### src/rtl/spi_cmd_pkg.sv
package spi_cmd_pkg;

  localparam int WORD_W = 16;
  localparam int ARG_W  = 8;
  localparam int CHAN_W = 4;

  typedef enum logic [2:0] {
    OP_RSV  = 3'b000,
    OP_SETP = 3'b001,
    OP_WDAT = 3'b010,
    OP_WCMD = 3'b011,
    OP_RLO  = 3'b100,
    OP_RHI  = 3'b101,
    OP_REP0 = 3'b110,
    OP_REP1 = 3'b111
  } op_e;

  typedef struct packed {
    op_e               op;
    logic              bcast_n;
    logic [CHAN_W-1:0] chan;
    logic [ARG_W-1:0]  arg;
  } cmd_t;

  // Split a raw word: operation code = {bit15, bit13, bit12}.
  function automatic cmd_t decode_word(input logic [WORD_W-1:0] w);
    cmd_t c;
    c.op      = op_e'({w[15], w[13], w[12]});
    c.bcast_n = w[14];
    c.chan    = w[11:8];
    c.arg     = w[7:0];
    return c;
  endfunction

  function automatic logic addressed(input cmd_t c, input logic [CHAN_W-1:0] id);
    return (!c.bcast_n) || (c.chan == id);
  endfunction

  function automatic logic is_repeat(input op_e op);
    return op[2] & op[1];
  endfunction

endpackage

### src/rtl/spi_sync_bits.sv
module spi_sync_bits #(
  parameter int              N       = 3,
  parameter int              STAGES  = 2,
  parameter logic [N-1:0]    RST_VAL = '0
) (
  input  logic         clk,
  input  logic         rst_n,
  input  logic [N-1:0] din,
  output logic [N-1:0] dout
);

  logic [N-1:0] stage_q [STAGES];

  for (genvar g = 0; g < STAGES; g++) begin : g_stage
    if (g == 0) begin : g_first
      always_ff @(posedge clk or negedge rst_n) begin
        if (!rst_n) stage_q[g] <= RST_VAL;
        else        stage_q[g] <= din;
      end
    end else begin : g_next
      always_ff @(posedge clk or negedge rst_n) begin
        if (!rst_n) stage_q[g] <= RST_VAL;
        else        stage_q[g] <= stage_q[g-1];
      end
    end
  end

  assign dout = stage_q[STAGES-1];

endmodule

### src/rtl/spi_frame_rx.sv
module spi_frame_rx
  import spi_cmd_pkg::*;
#(
  parameter int BITS  = WORD_W,
  localparam int CNT_W = $clog2(BITS) + 1,
  localparam logic [CNT_W-1:0] CNT_MAX = '1
) (
  input  logic            clk,
  input  logic            rst_n,
  input  logic            bit_take,
  input  logic            sdi_bit,
  input  logic            sen_fall,
  input  logic            sen_rise,
  output logic            frame_ok,
  output logic [BITS-1:0] frame_word
);

  logic [CNT_W-1:0] cnt_q, cnt_nxt;
  logic [BITS-1:0]  word_q, word_nxt;

  always_comb begin
    cnt_nxt  = cnt_q;
    word_nxt = word_q;
    if (sen_fall) begin
      cnt_nxt = '0;
    end else if (bit_take) begin
      word_nxt = {word_q[BITS-2:0], sdi_bit};
      if (cnt_q != CNT_MAX) cnt_nxt = cnt_q + 1'b1;
    end
  end

  // Count includes a bit taken in the same cycle the enable rises.
  assign frame_ok   = sen_rise && (cnt_nxt == CNT_W'(BITS));
  assign frame_word = word_nxt;

  always_ff @(posedge clk or negedge rst_n) begin
    if (!rst_n) begin
      cnt_q  <= '0;
      word_q <= '0;
    end else begin
      cnt_q  <= cnt_nxt;
      word_q <= word_nxt;
    end
  end

endmodule

### src/rtl/spi_tx_shift.sv
module spi_tx_shift #(
  parameter int W = 16
) (
  input  logic         clk,
  input  logic         rst_n,
  input  logic         shift,
  input  logic         load,
  input  logic [W-1:0] load_val,
  output logic         msb
);

  logic [W-1:0] sh_q;

  always_ff @(posedge clk or negedge rst_n) begin
    if (!rst_n)     sh_q <= '0;
    else if (load)  sh_q <= load_val;
    else if (shift) sh_q <= {sh_q[W-2:0], 1'b0};
  end

  assign msb = sh_q[W-1];

endmodule

### src/rtl/spi_cmd_exec.sv
module spi_cmd_exec
  import spi_cmd_pkg::*;
#(
  parameter int  HOLD_W = 32,
  localparam int HALF_W = HOLD_W / 2
) (
  input  logic              clk,
  input  logic              rst_n,
  input  logic              frame_ok,
  input  logic [WORD_W-1:0] frame_word,
  input  logic [CHAN_W-1:0] chan_id,
  input  logic [HOLD_W-1:0] rf_rdata,
  output logic [ARG_W-1:0]  rf_addr,
  output logic [ARG_W-1:0]  rf_wdata,
  output logic              rf_we,
  output logic              cmd_strobe,
  output logic [ARG_W-1:0]  cmd_code,
  output logic              rdy,
  output logic              tx_load,
  output logic [HALF_W-1:0] tx_val
);

  typedef enum logic [1:0] {ST_IDLE, ST_EXEC, ST_CAPT, ST_PUB} st_e;

  st_e               st_q;
  cmd_t              cmd_q;
  logic [ARG_W-1:0]  ptr_q;
  logic [HOLD_W-1:0] hold_q;
  logic [HALF_W-1:0] last_q;
  logic              hit, run;

  function automatic logic [HALF_W-1:0] pick_half(input logic [HOLD_W-1:0] w, input logic upper);
    return upper ? w[HOLD_W-1:HALF_W] : w[HALF_W-1:0];
  endfunction

  assign hit = addressed(cmd_q, chan_id);
  assign run = (st_q == ST_EXEC) && hit;

  assign rf_we      = run && (cmd_q.op == OP_WDAT);
  assign cmd_strobe = run && (cmd_q.op == OP_WCMD);
  assign rf_wdata   = cmd_q.arg;
  assign cmd_code   = cmd_q.arg;
  assign rf_addr    = ptr_q;
  assign rdy        = (st_q == ST_IDLE);

  assign tx_load = (st_q == ST_PUB) ||
                   (run && ((cmd_q.op == OP_RHI) || is_repeat(cmd_q.op)));

  always_comb begin
    if (st_q == ST_PUB)            tx_val = pick_half(hold_q, 1'b0);
    else if (cmd_q.op == OP_RHI)   tx_val = pick_half(hold_q, 1'b1);
    else                           tx_val = last_q;
  end

  always_ff @(posedge clk or negedge rst_n) begin
    if (!rst_n) begin
      st_q   <= ST_IDLE;
      cmd_q  <= '0;
      ptr_q  <= '0;
      hold_q <= '0;
      last_q <= '0;
    end else begin
      if (tx_load) last_q <= tx_val;
      unique case (st_q)
        ST_IDLE: if (frame_ok) begin
          cmd_q <= decode_word(frame_word);
          st_q  <= ST_EXEC;
        end
        ST_EXEC: begin
          if (run && ((cmd_q.op == OP_SETP) || (cmd_q.op == OP_RLO)))
            ptr_q <= cmd_q.arg;
          st_q <= (run && (cmd_q.op == OP_RLO)) ? ST_CAPT : ST_IDLE;
        end
        ST_CAPT: begin
          hold_q <= rf_rdata;
          st_q   <= ST_PUB;
        end
        ST_PUB:  st_q <= ST_IDLE;
        default: st_q <= ST_IDLE;
      endcase
    end
  end

endmodule

### src/rtl/spi_cmd_frontend.sv
module spi_cmd_frontend
  import spi_cmd_pkg::*;
#(
  parameter int HOLD_W      = 32,
  parameter int SYNC_STAGES = 2
) (
  input  logic              clk,
  input  logic              rst_n,
  input  logic [CHAN_W-1:0] chan_id,
  input  logic              spi_sclk,
  input  logic              spi_sen_n,
  input  logic              spi_sdi,
  output logic              spi_sdo,
  output logic              spi_rdy,
  output logic [ARG_W-1:0]  rf_addr,
  output logic [ARG_W-1:0]  rf_wdata,
  output logic              rf_we,
  input  logic [HOLD_W-1:0] rf_rdata,
  output logic              cmd_strobe,
  output logic [ARG_W-1:0]  cmd_code
);

  localparam int HALF_W = HOLD_W / 2;

  logic [2:0]        lvl;
  logic [1:0]        edge_prev;
  logic              sclk_rise, sen_fall, sen_rise, sen_active, bit_take;
  logic              frame_ok, exec_start, tx_load, tx_msb;
  logic [WORD_W-1:0] frame_word;
  logic [HALF_W-1:0] tx_val;

  // lvl[0] = clock, lvl[1] = enable (active low), lvl[2] = data in
  spi_sync_bits #(.N(3), .STAGES(SYNC_STAGES), .RST_VAL(3'b010)) u_sync (
    .clk  (clk),
    .rst_n(rst_n),
    .din  ({spi_sdi, spi_sen_n, spi_sclk}),
    .dout (lvl)
  );

  always_ff @(posedge clk or negedge rst_n) begin
    if (!rst_n) edge_prev <= 2'b10;
    else        edge_prev <= lvl[1:0];
  end

  assign sclk_rise  = lvl[0] & ~edge_prev[0];
  assign sen_fall   = ~lvl[1] & edge_prev[1];
  assign sen_rise   = lvl[1] & ~edge_prev[1];
  assign sen_active = ~lvl[1];
  assign bit_take   = sclk_rise & ~edge_prev[1];

  spi_frame_rx #(.BITS(WORD_W)) u_rx (
    .clk       (clk),
    .rst_n     (rst_n),
    .bit_take  (bit_take),
    .sdi_bit   (lvl[2]),
    .sen_fall  (sen_fall),
    .sen_rise  (sen_rise),
    .frame_ok  (frame_ok),
    .frame_word(frame_word)
  );

  spi_cmd_exec #(.HOLD_W(HOLD_W)) u_exec (
    .clk       (clk),
    .rst_n     (rst_n),
    .frame_ok  (frame_ok),
    .frame_word(frame_word),
    .chan_id   (chan_id),
    .rf_rdata  (rf_rdata),
    .rf_addr   (rf_addr),
    .rf_wdata  (rf_wdata),
    .rf_we     (rf_we),
    .cmd_strobe(cmd_strobe),
    .cmd_code  (cmd_code),
    .rdy       (spi_rdy),
    .tx_load   (tx_load),
    .tx_val    (tx_val)
  );

  spi_tx_shift #(.W(HALF_W)) u_tx (
    .clk     (clk),
    .rst_n   (rst_n),
    .shift   (bit_take),
    .load    (tx_load),
    .load_val(tx_val),
    .msb     (tx_msb)
  );

  assign exec_start = frame_ok & spi_rdy;
  assign spi_sdo    = sen_active & tx_msb;

endmodule

### config.mk
export PLATFORM = sky130hd
export DESIGN_NAME = spi_cmd_frontend
export DESIGN_NICKNAME = d
export VERILOG_FILES = /design/src/rtl/spi_cmd_pkg.sv /design/src/rtl/spi_sync_bits.sv /design/src/rtl/spi_frame_rx.sv /design/src/rtl/spi_tx_shift.sv /design/src/rtl/spi_cmd_exec.sv /design/src/rtl/spi_cmd_frontend.sv
export SDC_FILE = /design/constraint.sdc
export NUM_CORES = 1
export LEC_CHECK = 0
export ABC_AREA = 1
export BUFFER_PORTS_ARGS = -buffer_cell sky130_fd_sc_hd__buf_2
export CORE_ASPECT_RATIO = 0.6
export CORE_UTILIZATION = 40
export CTS_CLUSTER_DIAMETER = 40
export DETAILED_ROUTE_END_ITERATION = 12
export MAX_ROUTING_LAYER = met4
export SYNTH_ARGS = -nofsm -noshare
export SYNTH_HDL_FRONTEND = slang
export SYNTH_HIERARCHICAL = 1
export SYNTH_SLANG_ARGS = --single-unit
### constraint.sdc
create_clock -name clk -period 2.75 [get_ports clk]
set_clock_uncertainty 0.15 [all_clocks]
set_input_delay 0.275 -clock clk [delete_from_list [all_inputs] [get_ports clk]]
set_output_delay 0.275 -clock clk [all_outputs]
set_load 0.005 [all_outputs]
==> reports/results.txt <==
Chip width -> 152 um
First-pass DRT Iterations -> 8
Peak fanout along the critical path -> 31
Vias in the first global route -> 3984
Final count of hold timing violations -> 0
Count of H-tree levels built during CTS -> 4
Internal Dissipation -> 3.26 mW
Num Clock Sinks -> 119
Logic pwr share -> 0.077
Clock Tree Root -> sky130_fd_sc_hd__clkbuf_16
WP data required -> 2.89 ns
Initial standard-cell utilization of the core -> 0.416
Violation count after the first detailed-route iteration -> 298
Peak supply drop -> 0.370 mV
Unrepaired setup endpoints after global routing -> no
Run status -> finished with violations
Element type at the critical path end -> flop
Worst hold-check path type -> reg -> reg
Achievable frequency -> 433 MHz
Synthesized net count -> 591
Worst R2R End -> u_exec/cmd_q[12]
Violated checks -> DRC
Maximum number of pins on one net before global-route repair -> 52
Synth cell types -> 32
Die area -> 0.0140 mm2
Power per cell area -> 645 mW/mm2
Mean Syn Cell Area -> 9.87 um2
Clock buffers created by TritonCTS -> 17
Final period util -> 0.840
Proportion of layout cells with a drive suffix above 1 -> 0.272
Proportion of power drawn by the clock network -> 0.456
Number of top-level pins -> 69
Type of element launching the critical path -> flop
Switching power share of the total -> 0.235
Number of maximum-capacitance constraint violations -> 0
Placed wire-length estimate -> 7.84 mm
Number of standard-cell rows in the floorplan -> 32
Hold-fix buffers, CTS -> 36
Combined area of all synthesized cells -> 0.00542 mm2
Worst reg2reg startpoint -> edge_prev[1]
Worst hold path startpoint -> u_sync/stage_q[5]
Measured slew at the worst slew-check pin -> 0.652 ns
Routed wire length -> 11.6 mm
Number of buffer cells added on primary ports -> 68
Global-route wire length before repair -> 19.9 mm
Area added between synthesis and finish -> 21.9%
GRT Util Overall -> 0.188
Height of the die -> 92.1 um
CORE AREA -> 0.0130 mm2
Antenna diode count -> 0
Total leakage power -> 3.27 nW
Number of synthesized register bits -> 119
Final count of pins violating max slew -> 0
Number of nets still failing antenna checks after routing -> 0
Number of remaining DRC errors -> 1
Total global routing overflow -> 0
Yosys warning total -> 6
Headroom to the max-slew limit -> 0.566
Length in cells of the worst reg-to-reg path -> 12
Clock tree from TritonCTS -> done
Arrival time reported for the critical path endpoint -> 2.45 ns
Buffers from clock root to sink, at most -> 2
PostCTS Resize Cnt -> 0
Final instance area -> 0.00660 mm2
Average routed wire per standard cell -> 14.2 um
Mapped Cells -> 549
Routability cong. -> 0.787
Clock period minus final worst setup slack -> 2.31 ns
Detailed-route via count -> 3961
Clock insertion delay at the later pin of the skew report -> 0.41 ns
Final setup violating endpoints -> 0
Share of synthesized area occupied by flip-flops and latches -> 0.550
Terminating pin of the worst hold path -> u_sync/dout[2]
Number of cells on the worst hold path -> 0
Register-to-register setup slack -> 0.44 ns
Total setup buffers inserted after CTS -> 0
Critical path class -> reg -> reg
Initial antenna violation count -> 0
Number of nets in the finished design -> 677
Clock-pin transition on the worst setup and hold timing paths -> 0.05 ns
Setup TNS Final -> 0 ns
Hold slack final -> 0.204 ns
Sw power -> 1.00 mW
Relative contribution of sequential cells to total power -> 0.467
Average vias per placed instance -> 4.85
Placed cell area -> 0.00573 mm2
[final cells by class]
type,count,area [um2]
clock inverters,9,53.8
fillers,1164,6410
clock buffers,22,464
inverters,37,139
multi-input cells,346,1960
repair buffers,114,791
well taps,170,213
flip-flops and latches,119,2980
[stage by stage]
step / util / power (mW) / setup WS, ns / instances
global route: 0.508 / 4.46 / 0.229 / 817
global placement: 0.440 / 2.29 / 0.493 / 750
CTS: 0.508 / 4.31 / 0.417 / 817
floorplan: - / 2.18 / 0.785 / 549
finish: 0.508 / 4.26 / 0.440 / 817
detailed placement: 0.440 / 2.31 / 0.434 / 750
[worst max-delay path, cell delays in order, from the launching register on]
cell and delay (ns):
sky130_fd_sc_hd__dfstp_2 0.37, sky130_fd_sc_hd__inv_2 0.05, sky130_fd_sc_hd__nand2_2 0.04, sky130_fd_sc_hd__nor2_2 0.13
sky130_fd_sc_hd__buf_4 0.30, sky130_fd_sc_hd__nand2_1 0.11, sky130_fd_sc_hd__nand2_1 0.06, sky130_fd_sc_hd__nand3_1 0.08
sky130_fd_sc_hd__nand2_1 0.10, sky130_fd_sc_hd__nor2_2 0.05, sky130_fd_sc_hd__nand2_1 0.06, sky130_fd_sc_hd__buf_4 0.29
sky130_fd_sc_hd__mux2_2 0.38
[power groups by stage]
stage	combinational (mW)	clock, mW	sequential, mW
finish	0.327	1.94	1.99
detailed placement	0.293	0	2.02
floorplan	0.192	0	1.99
global route	0.373	2.08	2.01
CTS	0.332	1.99	1.99
global placement	0.279	0	2.01
[routing by layer]
layer / part of all wire / track usage / vias up
li1: - / - / 1973
met1: 0.52 / 0.268 / 1869
met2: 0.42 / 0.257 / 107
met3: 0.049 / 0.0553 / 12
met4: 0.0090 / 0.0536 / 0
met5: 0 / - / -
[logic make-up after synthesis]
| family | share of synthesized area |
|---|---|
| and+or+nand+nor | 0.209 |
| DFF | 0.550 |
| buffers and inverters | 0.0875 |
| muxes | 0.102 |
| AOI/OAI and AO/OA | 0.0476 |
| xor gates and xnor gates | 0.00162 |
| adders and majority gates | 0.00231 |
[state kept, by name, summed over array words and instances (netlist names), 5 cells and up, named ones only]
name and cells:
u_tx/sh_q 16, u_exec/last_q 16, u_rx/cnt_q 5, u_rx/word_q 16, u_exec/cmd_q 8, u_exec/cmd_code 8
u_exec/rf_addr 8, u_exec/hold_q 32
[synthesized netlist by cell type, drive strengths merged]
library cell	instances	share of area
a21oi	18	0.017
a31oi	16	0.018
buf	40	0.055
clkbuf	7	0.0067
dfrtp	116	0.54
dfstp	3	0.015
ha	1	0.0023
inv	37	0.026
mux2	47	0.10
nand2	130	0.094
nand3	55	0.056
nand3b	1	0.0014
nand4	16	0.018
nor2	47	0.037
nor3	2	0.0018
o21ai	12	0.012
xor2	1	0.0016
[layout by cell type (no fill, tap or decap), drive strengths merged]
| master | n |
|---|---|
| dfrtp | 116 |
| a21oi | 18 |
| nor3 | 2 |
| nand3 | 55 |
| mux2 | 47 |
| xor2 | 1 |
| nand4 | 16 |
| o21ai | 12 |
| inv | 37 |
| a31oi | 16 |
| clkbuf | 22 |
| dfstp | 3 |
| ha | 1 |
| clkinv | 7 |
| buf | 78 |
| nand2 | 130 |
| nand3b | 1 |
| nor2 | 47 |
| dlygate4sd3 | 36 |
| clkinvlp | 2 |
[worst max path at each step]
stage | start | to | cells after the start
5_1_grt | edge_prev[1] | u_exec/cmd_q[12] | 12
3_3_place_gp | edge_prev[1] | u_exec/cmd_q[12] | 12
4_1_cts | edge_prev[1] | u_exec/cmd_q[12] | 12
3_5_place_dp | edge_prev[1] | u_exec/cmd_q[12] | 12
2_1_floorplan | u_sync/dout[0] | u_exec/cmd_q[10] | 13
6_report | edge_prev[1] | u_exec/cmd_q[12] | 12
Note: power is estimated with default switching activity, not from simulation.
